File: src/rtl/cic_pkg.sv
package cic_pkg;

    localparam int MAX_ORDER = 3;

    // order code 0 is treated as first order
    function automatic logic [1:0] order_index(input logic [1:0] ord);
        return (ord == 2'd0) ? 2'd0 : ord - 2'd1;
    endfunction

    // right shift that keeps k*L+1 significant bits within res_w
    function automatic int unsigned align_shift(input logic [1:0] oidx,
                                                input int unsigned lbits,
                                                input int unsigned res_w);
        int unsigned tot;
        tot = (int'(oidx) + 1) * lbits + 1;
        return (tot > res_w) ? tot - res_w : 0;
    endfunction

endpackage

File: src/rtl/cic_edge.sv
module cic_edge (
    input  logic clk,
    input  logic rst_n,
    input  logic sig_i,
    input  logic fall_i,
    output logic pulse_o
);
    logic prev_d, prev_q;

    always_comb begin
        prev_d  = sig_i;
        pulse_o = fall_i ? (prev_q & ~sig_i) : (~prev_q & sig_i);
    end

    always_ff @(posedge clk or negedge rst_n) begin
        if (!rst_n) prev_q <= 1'b0;
        else        prev_q <= prev_d;
    end
endmodule

File: src/rtl/cic_core.sv
module cic_core
    import cic_pkg::*;
#(
    parameter int DEC_W = 8,
    parameter int ACC_W = MAX_ORDER * DEC_W + 2
) (
    input  logic             clk,
    input  logic             rst_n,
    input  logic             clr_i,
    input  logic             stb_i,
    input  logic             din_i,
    input  logic [1:0]       order_i,
    input  logic [DEC_W-1:0] dec_m1_i,
    input  logic [DEC_W-1:0] start_i,
    output logic [ACC_W-1:0] raw_o,
    output logic             raw_vld_o,
    output logic [DEC_W-1:0] dcnt_o
);
    localparam int NST = MAX_ORDER;

    typedef struct packed {
        logic [NST-1:0][ACC_W-1:0] integ;
        logic [NST-1:0][ACC_W-1:0] dly;
        logic [ACC_W-1:0]          raw;
        logic                      vld;
        logic [DEC_W-1:0]          dcnt;
        logic [1:0]                seen;
    } core_t;

    core_t q, d;
    logic [1:0] oidx;
    logic [2:0] thr;

    always_comb begin
        logic [ACC_W-1:0]          acc;
        logic [ACC_W-1:0]          v;
        logic [NST-1:0][ACC_W-1:0] cout;
        d     = q;
        d.vld = 1'b0;
        oidx  = order_index(order_i);
        thr   = {1'b0, oidx} + {2'b00, |start_i};
        acc   = din_i ? ACC_W'(1) : '1;
        v     = '0;
        cout  = '0;
        if (stb_i) begin
            // integrator chain, each stage fed by the updated previous one
            for (int s = 0; s < NST; s++) begin
                d.integ[s] = q.integ[s] + acc;
                acc        = d.integ[s];
            end
            if (q.dcnt == dec_m1_i) begin
                d.dcnt = '0;
                v      = d.integ[oidx];
                for (int s = 0; s < NST; s++) begin
                    d.dly[s] = v;
                    v        = v - q.dly[s];
                    cout[s]  = v;
                end
                d.raw = cout[oidx];
                d.vld = ({1'b0, q.seen} >= thr);
                if (q.seen != 2'd3) d.seen = q.seen + 2'd1;
            end else begin
                d.dcnt = q.dcnt + DEC_W'(1);
            end
        end
        if (clr_i) begin
            d      = '0;
            d.dcnt = start_i;
        end
    end

    always_ff @(posedge clk or negedge rst_n) begin
        if (!rst_n) q <= '0;
        else        q <= d;
    end

    assign raw_o     = q.raw;
    assign raw_vld_o = q.vld;
    assign dcnt_o    = q.dcnt;

    // an output leaves only at a counter wrap caused by a strobe
    a_r2_out_at_wrap: assert property (@(posedge clk) disable iff (!rst_n)
        q.vld |-> (q.dcnt == '0 && $past(stb_i)));

    // no output before the settle count covers the order
    a_r5_settled: assert property (@(posedge clk) disable iff (!rst_n)
        q.vld |-> ({1'b0, q.seen} >= {1'b0, oidx} + 3'd1));
endmodule

File: src/rtl/cic_align.sv
module cic_align
    import cic_pkg::*;
#(
    parameter int DEC_W = 8,
    parameter int ACC_W = MAX_ORDER * DEC_W + 2,
    parameter int RES_W = 16,
    parameter int CNT_W = 8
) (
    input  logic             clk,
    input  logic             rst_n,
    input  logic             clr_i,
    input  logic [ACC_W-1:0] raw_i,
    input  logic             raw_vld_i,
    input  logic [1:0]       order_i,
    input  logic [DEC_W-1:0] dec_m1_i,
    input  logic [RES_W-1:0] offset_i,
    output logic [RES_W-1:0] res_o,
    output logic             res_vld_o,
    output logic [CNT_W-1:0] cnt_o
);
    localparam logic signed [ACC_W:0] HI = (ACC_W+1)'(2**(RES_W-1) - 1);
    localparam logic signed [ACC_W:0] LO = ~HI;

    typedef struct packed {
        logic [RES_W-1:0] res;
        logic             vld;
        logic [CNT_W-1:0] cnt;
    } al_t;

    al_t q, d;

    always_comb begin
        int unsigned             lb;
        int unsigned             sh;
        logic signed [ACC_W-1:0] shd;
        logic signed [ACC_W:0]   diff;
        lb = 0;
        for (int i = 0; i < DEC_W; i++) begin
            if (dec_m1_i[i]) lb = i + 1;
        end
        sh   = align_shift(order_index(order_i), lb, RES_W);
        shd  = $signed(raw_i) >>> sh;
        diff = $signed({shd[ACC_W-1], shd})
             - $signed({{(ACC_W+1-RES_W){offset_i[RES_W-1]}}, offset_i});
        d     = q;
        d.vld = 1'b0;
        if (raw_vld_i) begin
            if (diff > HI)      d.res = HI[RES_W-1:0];
            else if (diff < LO) d.res = LO[RES_W-1:0];
            else                d.res = diff[RES_W-1:0];
            d.vld = 1'b1;
            d.cnt = q.cnt + CNT_W'(1);
        end
        if (clr_i) d = '0;
    end

    always_ff @(posedge clk or negedge rst_n) begin
        if (!rst_n) q <= '0;
        else        q <= d;
    end

    assign res_o     = q.res;
    assign res_vld_o = q.vld;
    assign cnt_o     = q.cnt;

    // the result pulse lasts one cycle
    a_r10_single_pulse: assert property (@(posedge clk) disable iff (!rst_n)
        q.vld |=> !q.vld);

    // every write follows a raw filter output one cycle earlier
    a_r10_follows_raw: assert property (@(posedge clk) disable iff (!rst_n)
        q.vld |-> $past(raw_vld_i));
endmodule

File: src/rtl/cic_decim.sv
module cic_decim
    import cic_pkg::*;
#(
    parameter int DEC_W = 8,
    parameter int RES_W = 16,
    parameter int CNT_W = 8
) (
    input  logic             clk,
    input  logic             rst_n,
    input  logic             clr,
    input  logic [1:0]       cfg_order,
    input  logic [DEC_W-1:0] cfg_dec_m1,
    input  logic [DEC_W-1:0] cfg_start,
    input  logic [RES_W-1:0] cfg_offset,
    input  logic             cfg_smp_fall,
    input  logic             cfg_trig_fall,
    input  logic             mod_clk,
    input  logic             mod_bit,
    input  logic             trig_in,
    output logic [RES_W-1:0] res_data,
    output logic             res_valid,
    output logic [RES_W-1:0] ts_result,
    output logic [DEC_W-1:0] ts_dcount,
    output logic [CNT_W-1:0] ts_icount,
    output logic             ts_valid
);
    localparam int ACC_W = MAX_ORDER * DEC_W + 2;

    typedef struct packed {
        logic [RES_W-1:0] res;
        logic [DEC_W-1:0] dcnt;
        logic [CNT_W-1:0] icnt;
        logic             vld;
    } ts_t;

    logic             smp_stb, trig_stb, raw_vld;
    logic [ACC_W-1:0] raw;
    logic [DEC_W-1:0] dcnt;
    logic [CNT_W-1:0] res_cnt;
    ts_t              ts_q, ts_d;

    cic_edge u_smp_edge (
        .clk(clk), .rst_n(rst_n), .sig_i(mod_clk), .fall_i(cfg_smp_fall), .pulse_o(smp_stb)
    );

    cic_edge u_trig_edge (
        .clk(clk), .rst_n(rst_n), .sig_i(trig_in), .fall_i(cfg_trig_fall), .pulse_o(trig_stb)
    );

    cic_core #(.DEC_W(DEC_W), .ACC_W(ACC_W)) u_core (
        .clk(clk), .rst_n(rst_n), .clr_i(clr), .stb_i(smp_stb), .din_i(mod_bit),
        .order_i(cfg_order), .dec_m1_i(cfg_dec_m1), .start_i(cfg_start),
        .raw_o(raw), .raw_vld_o(raw_vld), .dcnt_o(dcnt)
    );

    cic_align #(.DEC_W(DEC_W), .ACC_W(ACC_W), .RES_W(RES_W), .CNT_W(CNT_W)) u_align (
        .clk(clk), .rst_n(rst_n), .clr_i(clr), .raw_i(raw), .raw_vld_i(raw_vld),
        .order_i(cfg_order), .dec_m1_i(cfg_dec_m1), .offset_i(cfg_offset),
        .res_o(res_data), .res_vld_o(res_valid), .cnt_o(res_cnt)
    );

    // timestamp takes the registered values, i.e. before this cycle's update
    always_comb begin
        ts_d     = ts_q;
        ts_d.vld = 1'b0;
        if (trig_stb) begin
            ts_d.res  = res_data;
            ts_d.dcnt = dcnt;
            ts_d.icnt = res_cnt;
            ts_d.vld  = 1'b1;
        end
        if (clr) ts_d = '0;
    end

    always_ff @(posedge clk or negedge rst_n) begin
        if (!rst_n) ts_q <= '0;
        else        ts_q <= ts_d;
    end

    assign ts_result = ts_q.res;
    assign ts_dcount = ts_q.dcnt;
    assign ts_icount = ts_q.icnt;
    assign ts_valid  = ts_q.vld;

    // a timestamp pulse needs a trigger edge in the previous cycle
    a_r8_ts_from_trig: assert property (@(posedge clk) disable iff (!rst_n)
        ts_valid |-> $past(trig_stb));

    // without trigger or clear the captured result holds
    a_r8_ts_holds: assert property (@(posedge clk) disable iff (!rst_n)
        (!trig_stb && !clr) |=> $stable(ts_result));

    // a clear empties the result path and the timestamp
    a_r9_clear: assert property (@(posedge clk) disable iff (!rst_n)
        clr |=> (res_cnt == '0 && !res_valid && !ts_valid && res_data == '0));
endmodule

File: config.mk
export PLATFORM = sky130hd
export DESIGN_NAME = cic_decim
export DESIGN_NICKNAME = d
export VERILOG_FILES = /design/src/rtl/cic_pkg.sv /design/src/rtl/cic_edge.sv /design/src/rtl/cic_core.sv /design/src/rtl/cic_align.sv /design/src/rtl/cic_decim.sv
export SDC_FILE = /design/constraint.sdc
export NUM_CORES = 1
export LEC_CHECK = 0
export BUFFER_PORTS_ARGS = -buffer_cell sky130_fd_sc_hd__buf_2
export CAP_MARGIN = 20
export CORE_ASPECT_RATIO = 1.75
export CORE_MARGIN = 5
export CORE_UTILIZATION = 27
export CTS_CLUSTER_SIZE = 40
export DETAILED_ROUTE_END_ITERATION = 8
export GPL_ROUTABILITY_DRIVEN = 0
export GPL_TIMING_DRIVEN = 0
export PLACE_DENSITY = 0.48
export SLEW_MARGIN = 25
export SYNTH_ARGS = -nofsm -noshare
export SYNTH_HDL_FRONTEND = slang
export SYNTH_SLANG_ARGS = --single-unit
File: constraint.sdc
create_clock -name clk -period 13.8 [get_ports clk]
set_clock_uncertainty 0.2 [all_clocks]
set_input_delay 2.07 -clock clk [delete_from_list [all_inputs] [get_ports clk]]
set_output_delay 2.07 -clock clk [all_outputs]
set_load 0.01 [all_outputs]
==> out/qor.yml, run 1 <==
outcome:
  status: "completed"
synth:
  synth_seq_area_share_pct: 28.7
  synth_nets: 3022
  syn_area_sq_um: 22100
  synth-seq-cells: 253
  yosysMostFrequentCell: "nand2_1"
  yosys-top-cells-area: "dfrtp_1 29%, ha_1 11%, a21oi_1 7.5%"
  synth_flop_cell: "dfrtp_1"
  synth-warning-count: 0
  postSynthAreaPerCell_sq_um: 7.95
  synth-edff-count: 0
  yosysTopAreaCell: "dfrtp_1"
  synthArstFlopShare_pct: 100
  synthDominantCellAreaShare_pct: 28.7
  synthTopCellsByCount: "403 x nand2_1, 331 x a21oi_1, 253 x dfrtp_1, 241 x nor2_1, 196 x ha_1"
  yosysUniqueCellTypes: 97
  syn_inst: 2774
routing:
  avgViaCountPerCell: 5.19
  via_count: 20600
  antenna_left: 0
  wl_per_cell_um: 20.4
  drt_wl_total_um: 81200
  firstDrtPassIters: 7
  dr.first_iter.drc_count: 984
  drc: 0
setup_path:
  worst-r2r-cell-count: 46
  worst-path-buf-inv: 4
  cp-end-kind: "flip-flop"
  start_kind: "primary input"
  crit_arrival_ps: 13300
  cp_max_fo: 13
  slowest_stage: "fa_1"
  critPathRequiredTime_ps: 14110
  max_stage_delay_ps: 560
  cp_num_cells: 48
  critPathTopFamily: "compound AO/OA/AOI/OAI gates"
  crit_type: "primary input to flip-flop"
  timing.critical_path.mode_cell: "a21oi_1"
clock_tree:
  clk_pin_slew_ps: 70
  cts_root_buffer: "clkbuf_16"
  ctsHoldBuffers: 0
  clock-sinks: 253
  cts_max_level: 1
  worstSkewPairLatency_ps: 630
  cts-resized-gates: 0
  clockBufferDepth: 3
  cts_tree: "built"
  cts_setup_buffers: 0
  cts-buffers-inserted: 31
run:
  cap_violations: 0
floorplan:
  start_util_pct: 27.2
  core_sq_um: 81000
  die_area_sq_um: 87800
  core.rowCount: 138
  fp.dieW_um: 226
  io_pins: 92
  dieHeight_um: 388
sta:
  fin_crit_ps: 12990
  slew_headroom_pct: 28.2
  slew_viol_final: 0
  fin_crit_sh_pct: 94.2
  fmax_mhz: 77.0
  hold_viol_final: 0
  setup_viol: 0
  rsz0062_at_grt: "false"
  tightest_slew_ps: 1060
power:
  peakVddDrop_uv: 116
  power_density_nw_per_um2: 229
  p_leak_nw: 10.9
  power_mw: 5.74
cells_and_area:
  n_fill_cell: 8730
  fin_area_sq_um: 25000
  nets: 3148
  finish.utilization_pct: 30.9
  final_cells: 3975
  drive_gt1_share_pct: 7.42
  synthToLayoutAreaGrowth_pct: 13.5
grt:
  grt_antenna_before_repair: 1
  grt_first_pass_wirelength_um: 123000
  grt_pass1_vias: 21300
  grt_max_degree: 73
  track_usage_pct: 17.9
  grt-ovfl-total: 0
place:
  place_area_sq_um: 23900
  port_buffers: 89
  dp_hpwl_um: 65000
  dp_cells: 3916
hold_path:
  hp-class: "flip-flop to flip-flop"
  hold_depth: 2
## path summary, 6_finish.rpt
check,from,end,slack (ps)
worst max register to register,u_core.q[116]$_DFFE_PN0P_,u_core.raw_o[25]$_DFFE_PN0P_,2450
min in group asynchronous,rst_n,u_core.q[147]$_DFFE_PN0P_,1150
worst min register to register,u_core.q[61]$_DFFE_PN0P_,u_core.q[61]$_DFFE_PN0P_,290
worst min-delay path,u_core.q[61]$_DFFE_PN0P_,u_core.q[61]$_DFFE_PN0P_,290
max in group asynchronous,rst_n,u_core.dcnt_o[0]$_DFFE_PN0P_,11450
worst max-delay path,mod_bit,u_core.raw_o[25]$_DFFE_PN0P_,810
## placed cells by master (no fill, tap or decap), types with 33 or more instances in the layout
| cell type | instances |
|---|---|
| nand2_1 | 403 |
| a21oi_1 | 331 |
| dfrtp_1 | 253 |
| nor2_1 | 241 |
| ha_1 | 196 |
| inv_1 | 167 |
| o21ai_0 | 124 |
| xnor2_1 | 123 |
| clkbuf_1 | 109 |
| buf_2 | 93 |
| mux2i_1 | 62 |
| a21o_1 | 56 |
| o21a_1 | 46 |
| a211oi_1 | 46 |
| nand3_1 | 45 |
| nor3_1 | 43 |
| xor2_1 | 36 |
| a22o_1 | 36 |
| nor2b_1 | 33 |
## layout make-up
class	count	area [sq um]	share of cell area, %
Timing Repair Buffer	92	538	2.15
Buffer	123	479	1.91
Timing Repair inverter	1	5.00	0.0200
Antenna cell	1	2.50	0.00999
Tap cell	1050	1310	5.25
Clock buffer	37	848	3.39
Inverter	172	649	2.59
Clock inverter	20	229	0.914
Multi-Input combinational cell	2226	14600	58.5
Sequential cell	253	6330	25.3
## per-stage QoR
stage	hold slack (ps)	setup TNS, ps	worst slack (ps)
global route	308	0	22.5
finish	290	0	807
detailed placement	271	-694	-493
global placement	261	-697	-520
CTS	285	0	119
floorplan	249	0	2170
## cell families (layout without fill, tap and decap cells)
family	after synthesis	count (layout)	share of synthesized area [%]
flops	253	253	28.7
xor+xnor	161	161	6.42
other cells	0	1	0
fa+ha+maj	206	206	12.0
compound gates	865	865	25.1
mux	80	80	4.14
buf+inv	295	445	5.10
simple gates	914	914	18.5
## worst min-delay path, cell delays in order, from the launching register on
cell     delay, ps
dfrtp_1        350
nand2_1         60
o31ai_1         50
## report_power, final
| part | total (mW) | switching [mW] | internal [mW] |
|---|---|---|---|
| combinational | 4.04 | 2.45 | 1.59 |
| sequential | 0.804 | 0.0267 | 0.777 |
| clock | 0.891 | 0.391 | 0.500 |
## per-layer routing
| layer | vias to the layer above | wire length [um] | GRT usage, % |
|---|---|---|---|
| li1 | 10100 | - | - |
| met1 | 10000 | 28800 | 17.8 |
| met2 | 346 | 46600 | 36.9 |
| met3 | 159 | 1900 | 1.27 |
| met4 | 0 | 3850 | 7.51 |
| met5 | - | 0 | 0 |
## flip-flops by register name, summed over array words and instances (netlist names)
signal and cells:
u_core.q 158, ts_icount 8, u_core.raw_vld_o 1, u_align.cnt_o 8, u_core.dcnt_o 8, u_align.res_vld_o 1, ts_dcount 8, u_trig_edge.prev_q 1
u_core.raw_o 26, ts_result 16, u_smp_edge.prev_q 1, ts_valid 1, u_align.res_o 16
(Power assumes the default switching activity.)
==> run 2: changes to the inputs <==
Settings changed: REMOVE_ABC_BUFFERS from default to 1.
==> out/qor.yml, run 2 (synthesis results as in run 1) <==
floorplan:
  core_sq_um: 81000  # unchanged
  fp.dieW_um: 226  # unchanged
  core.rowCount: 138  # unchanged
  die_area_sq_um: 87800  # unchanged
  dieHeight_um: 388  # unchanged
  io_pins: 92  # unchanged
  start_util_pct: 27.2  # unchanged
routing:
  antenna_left: 0  # unchanged
  wl_per_cell_um: 16.9  # was 20.4 um
  via_count: 19700  # was 20.6k
  firstDrtPassIters: 5  # was 7
  drc: 0  # unchanged
  avgViaCountPerCell: 5.08  # was 5.19
  drt_wl_total_um: 65500  # was 81,200 um
  dr.first_iter.drc_count: 721  # was 984
clock_tree:
  ctsHoldBuffers: 0  # unchanged
  cts-buffers-inserted: 29  # was 31
  cts_root_buffer: "clkbuf_16"  # unchanged
  cts_max_level: 1  # unchanged
  clock-sinks: 253  # unchanged
  cts_setup_buffers: 0  # unchanged
  cts_tree: "built"  # unchanged
  clk_pin_slew_ps: 60  # was 70 ps
  worstSkewPairLatency_ps: 590  # was 630 ps
  cts-resized-gates: 0  # unchanged
  clockBufferDepth: 3  # unchanged
cells_and_area:
  regMostFlops: "u_core.q"  # unchanged
  nets: 3049  # was 3,148
  layout_commonest_cell: "nand2_1"  # unchanged
  multiInputGateArea_sq_um: 14700  # was 14,600 sq um
  fin_area_sq_um: 25000  # about the same
  synthToLayoutAreaGrowth_pct: 13.3  # was 13.5%
  final_cells: 3874  # was 3,975
  drive_gt1_share_pct: 8.40  # was 7.42%
  regArea_sq_um: 6330  # unchanged
  largest_reg_flops: 158  # unchanged
  layout_common_cells: "402 x nand2_1, 330 x a21oi_1, 253 x dfrtp_1, 238 x nor2_1, 196 x ha_1"  # was 403 x nand2_1, 331 x a21oi_1, 253 x dfrtp_1, 241 x nor2_1, 196 x ha_1
  n_fill_cell: 8664  # was 8,730
place:
  dp_cells: 3820  # was 3,916
  place_area_sq_um: 23900  # about the same
  port_buffers: 91  # was 89
  dp_slack_ps: 87.8  # was -493 ps
  dp_hpwl_um: 50300  # was 65,000 um
setup_path:
  cp-end-kind: "flip-flop"  # unchanged
  start_kind: "primary input"  # unchanged
  slowest_stage: "o31ai_1"  # was fa_1
  max_stage_delay_ps: 640  # was 560 ps
  reg2reg_setup_slack_ps: 2280  # was 2450 ps
  reg2reg_to: "u_core.raw_o[25]$_DFFE_PN0P_"  # unchanged
  cp_max_fo: 25  # was 13
  worst-r2r-cell-count: 47  # was 46
  timing.critical_path.mode_cell: "a21oi_1"  # unchanged
  r2r-start: "u_core.q[115]$_DFFE_PN0P_"  # was u_core.q[116]$_DFFE_PN0P_
  crit_arrival_ps: 13390  # was 13,300 ps
  crit_type: "primary input to flip-flop"  # unchanged
  critPathRequiredTime_ps: 14070  # was 14,110 ps
sta:
  finalSetupTns_ps: 0  # unchanged
  hold_viol_final: 0  # unchanged
  rsz0062_at_grt: "false"  # unchanged
  fin_crit_ps: 13110  # was 12,990 ps
  tightest_slew_ps: 983  # was 1060 ps
  fin_crit_sh_pct: 95.0  # was 94.2%
  fin_hold_ws_ps: 287  # was 290 ps
  setup_ws_ps: 686  # was 807 ps
  slew_viol_final: 0  # unchanged
  setup_viol: 0  # unchanged
  slew_headroom_pct: 34.2  # was 28.2%
  fmax_mhz: 76.3  # was 77.0 MHz
power:
  peakVddDrop_uv: 111  # was 116 uV
  seq_power_share_pct: 14.5  # was 14.0%
  power_switching_mw: 2.64  # was 2.87 mW
  clockPowerShare_pct: 15.8  # was 15.5%
  internal-power_mw: 2.89  # was 2.87 mW
  p_leak_nw: 11.0  # was 10.9 nW
  combPwrFrac_pct: 69.7  # was 70.5%
  swShare_pct: 47.7  # was 50.0%
  power_density_nw_per_um2: 221  # was 229 nW/um^2
grt:
  grt_max_degree: 88  # was 73
  track_usage_pct: 14.4  # was 17.9%
  grt_first_pass_wirelength_um: 105000  # was 123,000 um
  grt_antenna_before_repair: 1  # unchanged
  grt-ovfl-total: 0  # unchanged
  grt_pass1_vias: 20400  # was 21.3k
hold_path:
  hp-class: "flip-flop to flip-flop"  # unchanged
  hold_end: "u_core.q[61]$_DFFE_PN0P_"  # unchanged
  hp-start: "u_core.q[61]$_DFFE_PN0P_"  # unchanged
  hold_depth: 2  # unchanged
outcome:
  status: "completed"  # unchanged
run:
  cap_violations: 0  # unchanged
==> run 2: changes by cell type in the layout (fill, tap and decap cells not counted), sizes merged <==
| cell | before | now |
|---|---|---|
| clkbuf | 145 | 39 |
| buf | 107 | 119 |
| clkinv | 10 | 5 |
| clkinvlp | 7 | 3 |
| bufinv | 3 | 6 |
| inv | 173 | 172 |
==> run 2: critical path: cells and delay by family <==
family	cells	cell delay, ps
buf+inv	3	630
fa+ha+maj	6	2020
compound gates	20	4720
xor+xnor	5	830
simple gates	15	3060
==> run 2: worst max path at each step <==
stage	from	endpoint	slack [ps]	cells after the start
final	mod_bit	u_core.raw_o[25]$_DFFE_PN0P_	690	49
after global routing	mod_bit	u_core.raw_o[25]$_DFFE_PN0P_	40	49
after CTS	mod_bit	u_core.raw_o[25]$_DFFE_PN0P_	690	49
after detailed placement	mod_bit	u_core.raw_o[25]$_DFFE_PN0P_	90	49
after global placement	cfg_smp_fall	u_core.q[114]$_DFFE_PN0P_	-3490	7
after floorplan	cfg_order[0]	u_align.res_o[14]$_DFFE_PN0P_	1770	32
==> run 2: metrics by stage <==
stage	util, %	power (mW)
2_1_floorplan	-	3.82
3_5_place_dp	29.6	4.69
4_1_cts	30.9	5.60
6_report	30.9	5.53
5_1_grt	30.9	6.04
3_3_place_gp	28.8	4.66
==> run 2: cell type report <==
| type | instances | area share [%] |
|---|---|---|
| Inverter | 172 | 2.58 |
| Clock inverter | 14 | 0.926 |
| Timing Repair Buffer | 119 | 3.88 |
| Clock buffer | 39 | 3.25 |
| Sequential cell | 253 | 25.3 |
| Multi-Input combinational cell | 2226 | 58.8 |
| Tap cell | 1050 | 5.26 |
| Antenna cell | 1 | 0.0100 |
==> run 2: per-layer routing <==
| metal | vias up | global-route usage [%] | routed length [um] |
|---|---|---|---|
| met1 | 9406 | 14.2 | 24100 |
| met3 | 117 | 1.01 | 1480 |
| met5 | - | 0 | 0 |
| met4 | 0 | 5.69 | 2530 |
| met2 | 242 | 30.2 | 37400 |
| li1 | 9929 | - | - |
==> run 2: power groups by stage <==
stage | combinational, mW | sequential [mW] | clock (mW)
finish | 3.86 | 0.802 | 0.873
global route | 4.31 | 0.806 | 0.930
CTS | 3.89 | 0.801 | 0.908
detailed placement | 3.87 | 0.815 | 0
global placement | 3.84 | 0.816 | 0
floorplan | 3.01 | 0.810 | 0
==> run 3: changes to the inputs <==
Settings changed: BUFFER_PORTS_ARGS -buffer_cell sky130_fd_sc_hd__buf_2 to default, CELL_PAD_IN_SITES_DETAIL_PLACEMENT from default to 1, CELL_PAD_IN_SITES_GLOBAL_PLACEMENT from default to 1, DONT_BUFFER_PORTS from default to 1, PLACE_DENSITY 0.48 to 0.57.
==> out/qor.yml, run 3 (synthesis results as in run 1) <==
cells_and_area:
  regArea_sq_um: 6330  # unchanged
  final_cells: 3775  # was 3,874
  fin_area_sq_um: 24300  # was 25,000 sq um
  regMostFlops: "u_core.q"  # unchanged
  largest_reg_flops: 158  # unchanged
  drive_gt1_share_pct: 5.14  # was 8.40%
  finish.utilization_pct: 30.0  # was 30.9%
  nets: 2952  # was 3,049
  diodes: 0  # was 1
  n_fill_cell: 9578  # was 8,664
  layout_common_cells: "402 x nand2_1, 330 x a21oi_1, 253 x dfrtp_1, 238 x nor2_1, 196 x ha_1"  # unchanged
  layout_commonest_cell: "nand2_1"  # unchanged
  multiInputGateArea_sq_um: 14700  # about the same
  synthToLayoutAreaGrowth_pct: 10.2  # was 13.3%
grt:
  grt-ovfl-total: 0  # unchanged
  track_usage_pct: 16.0  # was 14.4%
  grt_max_degree: 254  # was 88
  grt_first_pass_wirelength_um: 116000  # was 105,000 um
  grt_antenna_before_repair: 0  # was 1
  grt_pass1_vias: 22000  # was 20.4k
place:
  dp_slack_ps: -567  # was 87.8 ps
  dp_hpwl_um: 54500  # was 50,300 um
  port_buffers: 0  # was 91
  dp_cells: 3723  # was 3,820
  place_area_sq_um: 23300  # was 23,900 sq um
hold_path:
  hp-class: "flip-flop to flip-flop"  # unchanged
floorplan:
  die_area_sq_um: 87800  # unchanged
  dieHeight_um: 388  # unchanged
  start_util_pct: 27.2  # unchanged
  core_sq_um: 81000  # unchanged
  core.rowCount: 138  # unchanged
  fp.dieW_um: 226  # unchanged
  io_pins: 92  # unchanged
outcome:
  status: "completed"  # unchanged
sta:
  slew_viol_final: 0  # unchanged
  setup_viol: 0  # unchanged
  fin_crit_ps: 13160  # was 13,110 ps
  fmax_mhz: 76.0  # was 76.3 MHz
  tightest_slew_ps: 1100  # was 983 ps
  setup_ws_ps: 644  # was 686 ps
  slew_headroom_pct: 25.3  # was 34.2%
  fin_crit_sh_pct: 95.3  # was 95.0%
  rsz0062_at_grt: "false"  # unchanged
  fin_hold_ws_ps: 293  # was 287 ps
  hold_viol_final: 0  # unchanged
setup_path:
  critPathCapture: "u_core.raw_o[25]$_DFFE_PN0P_"  # unchanged
  reg2reg_to: "u_core.raw_o[25]$_DFFE_PN0P_"  # unchanged
  critPathTopFamily: "compound AO/OA/AOI/OAI gates"  # unchanged
  cp_max_fo: 25  # unchanged
  crit_start: "mod_bit"  # unchanged
  timing.critical_path.mode_cell: "a21oi_1"  # unchanged
  cp-end-kind: "flip-flop"  # unchanged
  crit_type: "primary input to flip-flop"  # unchanged
  crit_arrival_ps: 13460  # was 13,390 ps
  max_stage_delay_ps: 500  # was 640 ps
  cp_num_cells: 48  # was 49
  reg2reg_setup_slack_ps: 2080  # was 2280 ps
  worst-path-buf-inv: 2  # was 3
  start_kind: "primary input"  # unchanged
  worst-r2r-cell-count: 47  # unchanged
  critPathRequiredTime_ps: 14110  # was 14,070 ps
  slowest_stage: "o31ai_2"  # was o31ai_1
  r2r-start: "u_core.q[115]$_DFFE_PN0P_"  # unchanged
clock_tree:
  clockBufferDepth: 3  # unchanged
  worstSkewPairLatency_ps: 630  # was 590 ps
  cts_root_buffer: "clkbuf_16"  # unchanged
  clock-sinks: 253  # unchanged
  cts_setup_buffers: 0  # unchanged
  cts_tree: "built"  # unchanged
  cts-resized-gates: 0  # unchanged
  clk_pin_slew_ps: 60  # about the same
  cts_max_level: 1  # unchanged
  cts-buffers-inserted: 29  # unchanged
  ctsHoldBuffers: 0  # unchanged
routing:
  via_count: 20100  # was 19.7k
  drc: 0  # unchanged
  dr.first_iter.drc_count: 603  # was 721
  antenna_left: 0  # unchanged
  firstDrtPassIters: 5  # unchanged
  wl_per_cell_um: 19.3  # was 16.9 um
  drt_wl_total_um: 73000  # was 65,500 um
  avgViaCountPerCell: 5.34  # was 5.08
power:
  p_leak_nw: 10.5  # was 11.0 nW
  power_density_nw_per_um2: 231  # was 221 nW/um^2
  peakVddDrop_uv: 107  # was 111 uV
run:
  cap_violations: 0  # unchanged
[run 3: per-layer routing]
layer	global-route usage [%]	wire, um	part of all wire (%)	vias to the layer above
met5	0	0	0	-
met4	7.30	3520	4.8	0
met3	1.70	2070	2.8	173
met2	33.3	41600	57	301
met1	15.3	25700	35	9958
li1	-	-	-	9715
[run 3: per-stage QoR]
| step | TNS [ps] | power [mW] |
|---|---|---|
| finish | 0 | 5.62 |
| CTS | 0 | 5.67 |
| global route | 0 | 6.12 |
| detailed placement | -1030 | 4.75 |
| floorplan | 0 | 3.82 |
| global placement | -160270 | 4.58 |
[run 3: tightest hold or removal path, delay by kind of cell, from the launching register on]
family / cells / cell delay [ps]
AOI/OAI and AO/OA: 1 / 60
and+or+nand+nor: 1 / 50
DFF: 1 / 340
[run 3: power by group]
group,switching (mW),internal [mW]
clock network,0.365,0.511
registers,0.0269,0.777
logic,2.35,1.59
[run 3: final cells by class]
cell class / instances / share of cell area [%]
Clock inverter: 14 / 1.00
Tap cell: 1050 / 5.40
Clock buffer: 38 / 3.20
Timing Repair Buffer: 22 / 1.28
Inverter: 172 / 2.65
Multi-Input combinational cell: 2226 / 60.4
Sequential cell: 253 / 26.0
[run 3: how the worst min path moves through the flow]
stage                                 start                  endpoint  slack (ps)  depth (start not counted)
6_report           u_core.q[61]$_DFFE_PN0P_  u_core.q[61]$_DFFE_PN0P_         290                          2
5_1_grt        u_align.cnt_o[6]$_DFFE_PN0P_  ts_icount[6]$_DFFE_PN0P_         320                          1
3_3_place_gp       u_core.q[61]$_DFFE_PN0P_  u_core.q[61]$_DFFE_PN0P_         260                          2
2_1_floorplan      u_core.q[61]$_DFFE_PN0P_  u_core.q[61]$_DFFE_PN0P_         250                          2
3_5_place_dp       u_core.q[59]$_DFFE_PN0P_  u_core.q[59]$_DFFE_PN0P_         280                          1
4_1_cts            u_core.q[61]$_DFFE_PN0P_  u_core.q[61]$_DFFE_PN0P_         300                          2
